$ cat config.mk
export PLATFORM = sky130hd
export DESIGN_NAME = lpc_ctrl_top
export DESIGN_NICKNAME = d
export VERILOG_FILES = /design/src/rtl/lpc_pkg.sv /design/src/rtl/lpc_regs.sv /design/src/rtl/lpc_fsm.sv /design/src/rtl/lpc_gate.sv /design/src/rtl/lpc_ctrl_top.sv
export SDC_FILE = /design/constraint.sdc
export NUM_CORES = 1
export LEC_CHECK = 0
export ABC_AREA = 1
export BUFFER_PORTS_ARGS = -buffer_cell sky130_fd_sc_hd__buf_4
export CAP_MARGIN = 30
export CORE_ASPECT_RATIO = 1.1
export CORE_MARGIN = 10
export CORE_UTILIZATION = 34
export CTS_CLUSTER_DIAMETER = 80
export DETAILED_ROUTE_END_ITERATION = 16
export PLACE_DENSITY_LB_ADDON = 0.1
export REMOVE_ABC_BUFFERS = 1
export SYNTH_ARGS = -nofsm -noshare
export SYNTH_HDL_FRONTEND = slang
export SYNTH_HIERARCHICAL = 1
export SYNTH_SLANG_ARGS = --single-unit
$ cat constraint.sdc
create_clock -name clk -period 3.1 [get_ports clk]
set_input_delay 0.31 -clock clk [delete_from_list [all_inputs] [get_ports clk]]
set_output_delay 0.31 -clock clk [all_outputs]
set_load 0.02 [all_outputs]
$ cat src/rtl/lpc_pkg.sv
// Shared types and field positions for the low-power clock controller.
// Assumes a 32-bit control register; positions below are the software view.
package lpc_pkg;
    typedef enum logic [1:0] {
        PM_RUN   = 2'b00,
        PM_SLEEP = 2'b01,
        PM_STOP  = 2'b10,
        PM_STBY  = 2'b11
    } pmode_e;

    localparam int unsigned REG_W        = 32;
    localparam int unsigned BE_W         = REG_W / 8;
    localparam int unsigned DBG_N        = 3;
    localparam int unsigned DBG_SLEEP_B  = 0;
    localparam int unsigned DBG_STOP_B   = 1;
    localparam int unsigned DBG_STBY_B   = 2;
    localparam int unsigned RESUME_B     = 8;
    localparam int unsigned FAST_SEL_B   = 16;

    // Source select encodings
    localparam logic SRC_RC   = 1'b0;
    localparam logic SRC_FAST = 1'b1;
endpackage

$ cat src/rtl/lpc_regs.sv
// Control register: debug override bits, software clock-source choice and
// standby-resume flag. Accepts whole-word writes only. Assumes cfg_clear and
// resume_set come from the sequencer in the cycle before the return to run.
module lpc_regs
    import lpc_pkg::*;
#(
    parameter int unsigned W   = REG_W,
    parameter int unsigned BEW = W / 8
) (
    input  logic           clk,
    input  logic           rst_n,
    input  logic           wr_en,
    input  logic [BEW-1:0] wr_be,
    input  logic [W-1:0]   wr_data,
    input  logic           cfg_clear,
    input  logic           resume_set,
    output logic [DBG_N-1:0] dbg_q,
    output logic           fast_sel_q,
    output logic           resume_q,
    output logic [W-1:0]   rd_data
);
    logic wr_full;
    logic unused_wr_bits;

    // Full-word write qualifier
    assign wr_full = wr_en && (&wr_be);
    assign unused_wr_bits = ^wr_data;

    // Debug override bits: POR only, whole-word writes
    always_ff @(posedge clk) begin
        if (!rst_n) begin
            dbg_q <= '0;
        end else if (wr_full) begin
            dbg_q <= wr_data[DBG_N-1:0];
        end
    end

    // Software source select: cleared on stop/standby exit, clear beats write
    always_ff @(posedge clk) begin
        if (!rst_n) begin
            fast_sel_q <= 1'b0;
        end else if (cfg_clear) begin
            fast_sel_q <= 1'b0;
        end else if (wr_full) begin
            fast_sel_q <= wr_data[FAST_SEL_B];
        end
    end

    // Resume flag: set on standby exit, write-1-to-clear, set wins
    always_ff @(posedge clk) begin
        if (!rst_n) begin
            resume_q <= 1'b0;
        end else if (resume_set) begin
            resume_q <= 1'b1;
        end else if (wr_full && wr_data[RESUME_B]) begin
            resume_q <= 1'b0;
        end
    end

    // Read view assembly
    always_comb begin
        rd_data = '0;
        rd_data[DBG_N-1:0]  = dbg_q;
        rd_data[RESUME_B]   = resume_q;
        rd_data[FAST_SEL_B] = fast_sel_q;
    end


    dbg_hold_chk: assert property (@(posedge clk) disable iff (!rst_n)
        !$past(wr_full) |-> $stable(dbg_q));


    cfg_clear_chk: assert property (@(posedge clk) disable iff (!rst_n)
        $past(cfg_clear) |-> !fast_sel_q);


    resume_rise_chk: assert property (@(posedge clk) disable iff (!rst_n)
        $rose(resume_q) |-> $past(resume_set));
endmodule

$ cat src/rtl/lpc_fsm.sv
// Power-mode sequencer. Accepts entry only from run, leaves any low-power
// mode on wake, and registers the one-cycle exit pulses so that they line up
// with the first run cycle. Assumes lp_mode is stable while lp_req is high.
module lpc_fsm
    import lpc_pkg::*;
(
    input  logic       clk,
    input  logic       rst_n,
    input  logic       lp_req,
    input  logic [1:0] lp_mode,
    input  logic       wake,
    output pmode_e     mode_q,
    output logic       cfg_clear,
    output logic       resume_set,
    output logic       cfg_rst_q,
    output logic       sys_rst_q
);
    pmode_e mode_d;
    logic   leaving;

    // Exit decode and side-effect strobes for the register block
    assign leaving    = (mode_q != PM_RUN) && wake;
    assign resume_set = leaving && (mode_q == PM_STBY);
    assign cfg_clear  = leaving && ((mode_q == PM_STOP) || (mode_q == PM_STBY));

    // Next-mode selection
    always_comb begin
        mode_d = mode_q;
        if (mode_q == PM_RUN) begin
            if (lp_req && (lp_mode != 2'b00)) begin
                mode_d = pmode_e'(lp_mode);
            end
        end else if (wake) begin
            mode_d = PM_RUN;
        end
    end

    // Mode register and exit pulses
    always_ff @(posedge clk) begin
        if (!rst_n) begin
            mode_q    <= PM_RUN;
            cfg_rst_q <= 1'b0;
            sys_rst_q <= 1'b0;
        end else begin
            mode_q    <= mode_d;
            cfg_rst_q <= leaving && (mode_q == PM_STOP);
            sys_rst_q <= resume_set;
        end
    end


    no_lp_hop_chk: assert property (@(posedge clk) disable iff (!rst_n)
        ($past(mode_q) != PM_RUN && mode_q != PM_RUN) |-> (mode_q == $past(mode_q)));


    cfg_pulse_chk: assert property (@(posedge clk) disable iff (!rst_n)
        cfg_rst_q |-> (mode_q == PM_RUN && $past(mode_q) == PM_STOP));


    sys_pulse_chk: assert property (@(posedge clk) disable iff (!rst_n)
        sys_rst_q |-> (mode_q == PM_RUN && $past(mode_q) == PM_STBY));


    cfg_single_chk: assert property (@(posedge clk) disable iff (!rst_n)
        cfg_rst_q |=> !cfg_rst_q);
endmodule

$ cat src/rtl/lpc_gate.sv
// Clock gating and source decode. Purely combinational: maps the current
// mode and the matching debug override onto the enables, source select and
// power-down flag. Assumes the debug bits take effect immediately.
module lpc_gate
    import lpc_pkg::*;
(
    input  pmode_e           mode,
    input  logic [DBG_N-1:0] dbg,
    input  logic             fast_sel,
    output logic             core_en,
    output logic             bus_en,
    output logic             src_sel,
    output logic             pdown
);
    logic fast_src;

    assign fast_src = fast_sel ? SRC_FAST : SRC_RC;

    // Per-mode decode
    always_comb begin
        core_en = 1'b1;
        bus_en  = 1'b1;
        src_sel = fast_src;
        pdown   = 1'b0;
        unique case (mode)
            PM_RUN: begin
                core_en = 1'b1;
            end
            PM_SLEEP: begin
                bus_en = dbg[DBG_SLEEP_B];
            end
            PM_STOP: begin
                src_sel = SRC_RC;
                core_en = dbg[DBG_STOP_B];
                bus_en  = dbg[DBG_STOP_B];
            end
            PM_STBY: begin
                src_sel = SRC_RC;
                core_en = dbg[DBG_STBY_B];
                bus_en  = dbg[DBG_STBY_B];
                pdown   = !dbg[DBG_STBY_B];
            end
            default: begin
                core_en = 1'b1;
            end
        endcase
    end
endmodule

$ cat src/rtl/lpc_ctrl_top.sv
// Debug-aware low-power clock controller top. Wires the sequencer, the
// control register and the gating decode. Assumes rst_n is power-on reset.
module lpc_ctrl_top
    import lpc_pkg::*;
(
    input  logic               clk,
    input  logic               rst_n,
    input  logic               lp_req,
    input  logic [1:0]         lp_mode,
    input  logic               wake,
    input  logic               reg_wr_en,
    input  logic [BE_W-1:0]    reg_wr_be,
    input  logic [REG_W-1:0]   reg_wr_data,
    output logic [REG_W-1:0]   reg_rd_data,
    output logic [1:0]         pwr_mode,
    output logic               core_clk_en,
    output logic               bus_clk_en,
    output logic               clk_src_sel,
    output logic               cfg_rst_pulse,
    output logic               sys_rst_req,
    output logic               pwr_down
);
    pmode_e           mode_q;
    logic             cfg_clear;
    logic             resume_set;
    logic [DBG_N-1:0] dbg_q;
    logic             fast_sel_q;
    logic             resume_q;

    lpc_fsm u_fsm (
        .clk        (clk),
        .rst_n      (rst_n),
        .lp_req     (lp_req),
        .lp_mode    (lp_mode),
        .wake       (wake),
        .mode_q     (mode_q),
        .cfg_clear  (cfg_clear),
        .resume_set (resume_set),
        .cfg_rst_q  (cfg_rst_pulse),
        .sys_rst_q  (sys_rst_req)
    );

    lpc_regs #(.W(REG_W), .BEW(BE_W)) u_regs (
        .clk        (clk),
        .rst_n      (rst_n),
        .wr_en      (reg_wr_en),
        .wr_be      (reg_wr_be),
        .wr_data    (reg_wr_data),
        .cfg_clear  (cfg_clear),
        .resume_set (resume_set),
        .dbg_q      (dbg_q),
        .fast_sel_q (fast_sel_q),
        .resume_q   (resume_q),
        .rd_data    (reg_rd_data)
    );

    lpc_gate u_gate (
        .mode     (mode_q),
        .dbg      (dbg_q),
        .fast_sel (fast_sel_q),
        .core_en  (core_clk_en),
        .bus_en   (bus_clk_en),
        .src_sel  (clk_src_sel),
        .pdown    (pwr_down)
    );

    assign pwr_mode = mode_q;


    pdown_clk_chk: assert property (@(posedge clk) disable iff (!rst_n)
        pwr_down |-> (!core_clk_en && !bus_clk_en));


    stby_flag_chk: assert property (@(posedge clk) disable iff (!rst_n)
        sys_rst_req |-> (resume_q && !fast_sel_q));


    stop_src_chk: assert property (@(posedge clk) disable iff (!rst_n)
        (mode_q == PM_STOP) |-> (clk_src_sel == SRC_RC));
endmodule

After elaboration in Yosys (flattened, before gate mapping)
Index checks and enable logic that the tools add are counted.
{ "totals": {"register_bits": 9, "input_bits": 43, "elab_cells": 39} }
{ "op_classes": {"eq_ne": 4, "muxes": 10, "bitwise_logic": 1, "n_reduce_logical": 18} }
{ "ops": {"columns": ["op", "count"], "rows": [
  ["nonzero test 2 bit", 4],
  ["logical AND 1 bit", 7],
  ["two-way mux 2 bit", 3],
  ["two-way mux 1 bit", 5],
  ["equality test 2 bit (second input constant)", 2],
  ["AND reduction 4 bit", 1],
  ["OR reduction 2 bit", 2],
  ["one-hot mux 1 bit (3 select lines)", 1],
  ["equality test 2 x 1 -> 1 bit (second input constant)", 1],
  ["zero test 2 bit", 1],
  ["!= test 2 bit (second input constant)", 1],
  ["one-hot mux 1 bit (2 select lines)", 1],
  ["AND reduction 2 bit", 1],
  ["zero test 1 bit", 1],
  ["logical OR 1 bit", 1],
  ["NOT 1 bit", 1]
]} }

Depth between registers and ports, before layout
{ "logic_depth": {"word_depth": 5, "depth_mapped": 6, "depth_no_buf": 6} }

Cells and area by module
Netlist, hierarchy kept.
{ "modules_own_cells": {"columns": ["module", "instances", "cells_per_inst", "area_per_inst_um2", "seq_area_each_um2"], "rows": [
  ["lpc_regs", 1, 63, 451.7, 100.1],
  ["lpc_fsm", 1, 23, 170.2, 80.1],
  ["lpc_gate", 1, 12, 56.3, 0.0]
]} }

Least setup slack after synthesis
Ideal clock, no wire load.
{ "synth_timing": {"path_type": "reg2out", "startpoint": "register u_fsm.mode_q[1]", "endpoint": "output port pwr_down", "arrival_time_ns": 0.980, "setup_slack_ns": 1.810, "path_stages_with_launch": 3, "path_cell_list": "dfxtp_1 > inv_2 > nor3_2"} }
{ "synth_between": {"elab_chain_len": 2} }
{ "synth_rtl": {"columns": ["element", "line_no", "text"], "rows": [
  ["from (decl)", "lpc_fsm.sv:12", "output pmode_e mode_q,"],
  ["from (signal assigned)", "lpc_fsm.sv:45", "mode_q <= mode_d;"],
  ["equality test 2 bit", "lpc_gate.sv:25", "unique case (mode)"],
  ["two-way mux 1 bit", "lpc_gate.sv:25", null],
  ["to (decl)", "lpc_ctrl_top.sv:21", "output logic pwr_down"]
]} }
No other way between the ends.

Worst setup path after layout
{ "layout_timing": {"startpoint": "register u_fsm.mode_q[0]", "endpoint": "output port core_clk_en"} }
{ "layout_between": {"elab_chain_len": 2} }
{ "layout_rtl": {"columns": ["element", "line_no", "text"], "rows": [
  ["equality test 2 bit", "lpc_gate.sv:25", null],
  ["one-hot mux 1 bit (2 select lines) (*)", "lpc_gate.sv:25", null],
  ["to (decl)", "lpc_ctrl_top.sv:16", "output logic core_clk_en,"]
]} }
Every way passes the cells marked *; elsewhere a longest branch is shown, timed or not.

==> results.toml <==
[run_status]
status = "finished clean"

[worst_hold_path]
holdPathEnd = "u_regs/dbg_q[2]"
hp-start = "reg_wr_data[2]"
whs_path_depth = 3
min_path_type = "in -> reg"

[clocking]
cts_max_level = 1
post_cts_buffers = 0
clock-root-buffer = "clkbuf_4"
cts_buffer_depth = 2
cts_buffers = 3
path_clk_slew_ps = 60
insertion_delay_ps = 260
cts_tree = "built"
ctsHoldBuffers = 0
cts.repair.resized = 0
cts_sinks = 9

[finish]
syn2layout_area_growth_pct = 18.8
final-seq-area_um2 = 180
finalNetCount = 168
diodes = 0
utilization = 0.438
nFillCells = 215
multi_input_area_um2 = 302
drive_above_1_share = 0.306

[die]
die_w_um = 62.6
io_pins = 83
row_count = 16
dieArea_um2 = 4180
core_area_um2 = 1840
dieHeight_um = 66.8
start_util = 0.368

[power_and_ir_drop]
p_per_area_nw_per_um2 = 370
p_leak_nw = 0.432
ir_drop_mv = 0.168

[route]
drt-total-wl_mm = 1.58
drt_iter0_drc = 5
dr.pass1.iters = 3
via_per_inst = 3.78
wire_per_inst_um = 10.4
post-route-drc-count = 0
ant_nets = 0
vias = 571

[synth]
synth_compound_area_frac = 0.0646
yosys.area_share.xor_xnor = 0
synthFlopType = "dfxtp_1"
ys_warn_count = 6
yosysTopAreaCellShare = 0.354
ys_types = 16
synth_most_common_cell = "buf_4"
netlist_instances = 98
synth_top_area_cell = "buf_4"
async_reset_ff_frac = 0
syn_avg_cell_area_um2 = 6.92
ys_seq_elements = 9
synth_top_family_by_area = "buffers and inverters"
synth.area.top_cells = "buf_4 35%, dfxtp_1 27%, nand3_1 7.4%"
synthSimpleGateAreaFrac = 0.231
synth_edf_count = 0
ys_seq_area_frac = 0.266
synth_mux_area_frac = 0
syn_area_um2 = 678
synth_commonest_cells = "32 x buf_4, 12 x inv_1, 12 x nor2_1"
synth_fa_ha_area_frac = 0

[global_routing]
antenna_found_initial = 0
globalRouteTotalUtil = 0.0742
overflow = 0
grt_max_degree = 11
grt_pass1_vias = 591
grt_pass1_wl_mm = 2.46

[timing]
drv_slew = 0
fin_setup_tns_ps = 0
fin_crit_ps = 1540
hold_violations = 0
setup_viol_count_final = 0
post-route-period-util = 0.498
rsz0062_at_grt = "false"
max_freq_mhz = 647
clock_skew_ps = 4.63

[worst_setup_path]
rr_worst_depth = 6
endpoint_kind = "output pin"
r2r-end = "u_regs/resume_q"
path_class = "reg -> out"
timing.rr.start = "u_fsm/mode_q[1]"
r2r_setup_slack_ps = 1960
cp.required_ps = 2790
startpoint_type = "register"
critPathMaxFanout = 9
crit_arrival_ps = 1230

[placed_design]
dp_hpwl_mm = 1.41
port_buffers = 28
gp_congestion = 0.707

[job]
drv_cap = 0
-- stage by stage --
stage / std cells / worst slack (ps) / hold slack, ps / cell area [um2] / total power, mW
floorplan: 92 / 1810 / 442 / 536 / 0.180
global placement: 147 / 1850 / 457 / 779 / 0.209
detailed placement: 147 / 1820 / 454 / 779 / 0.210
CTS: 151 / 1530 / 301 / 806 / 0.302
global route: 151 / 1450 / 313 / 806 / 0.315
finish: 151 / 1560 / 308 / 806 / 0.298
-- placed cells by master, fill, tap and decap left out, types with 2 or more instances in the layout --
master	count
a21oi_1	3
buf_4	28
clkbuf_4	3
conb_1	27
dfxtp_1	9
inv_1	12
nand2_1	7
nand3_1	10
nor2_1	12
nor2_2	2
o21ai_0	4
-- worst max-delay path: stages (launching register included) --
cell and delay, ps:
dfxtp_1 500, inv_1 110, nand3_1 110, nand3_1 80, buf_4 180
-- kinds of logic (layout without fill, tap and decap cells) --
kind of cell / after synthesis / count (layout)
AOI/OAI and AO/OA: 8 / 8
and+or+nand+nor: 34 / 34
DFF: 9 / 9
buffers and inverters: 46 / 46
other: 1 / 27
-- metal layers --
metal	part of all wire	track usage
met1	0.45	0.0759
met2	0.41	0.108
met3	0.12	0.0418
met4	0.022	0.0670
met5	0	0
-- state kept, by name, indices dropped and copies added (netlist names) --
register	count
u_fsm/cfg_rst_q	1
u_regs/dbg_q	3
u_fsm/sys_rst_q	1
u_fsm/mode_q	2
u_regs/fast_sel_q	1
u_regs/resume_q	1
-- final cells by class --
class                      count  share of cell area
sequential                     9               0.224
tap                           27              0.0419
multi-input combinational     69               0.374
timing repair buffer          28               0.261
clock buffer                   4              0.0326
inverter                      14              0.0668
-- worst max-delay path by stage --
stage / start / endpoint / slack [ps] / cells after the start
6_report: u_fsm/mode_q[0] / core_clk_en / 1560 / 4
5_1_grt: u_fsm/mode_q[0] / core_clk_en / 1450 / 4
4_1_cts: u_fsm/mode_q[0] / core_clk_en / 1530 / 4
3_5_place_dp: u_fsm/mode_q[0] / core_clk_en / 1820 / 4
3_3_place_gp: u_fsm/mode_q[0] / core_clk_en / 1850 / 4
2_1_floorplan: u_fsm/mode_q[1] / pwr_down / 1810 / 2
-- report_power, final --
part	internal, mW	switching [mW]
registers	0.119	0.00580
clock network	0.0496	0.0402
logic	0.0269	0.0566
Power figures use the tool's default switching activity.
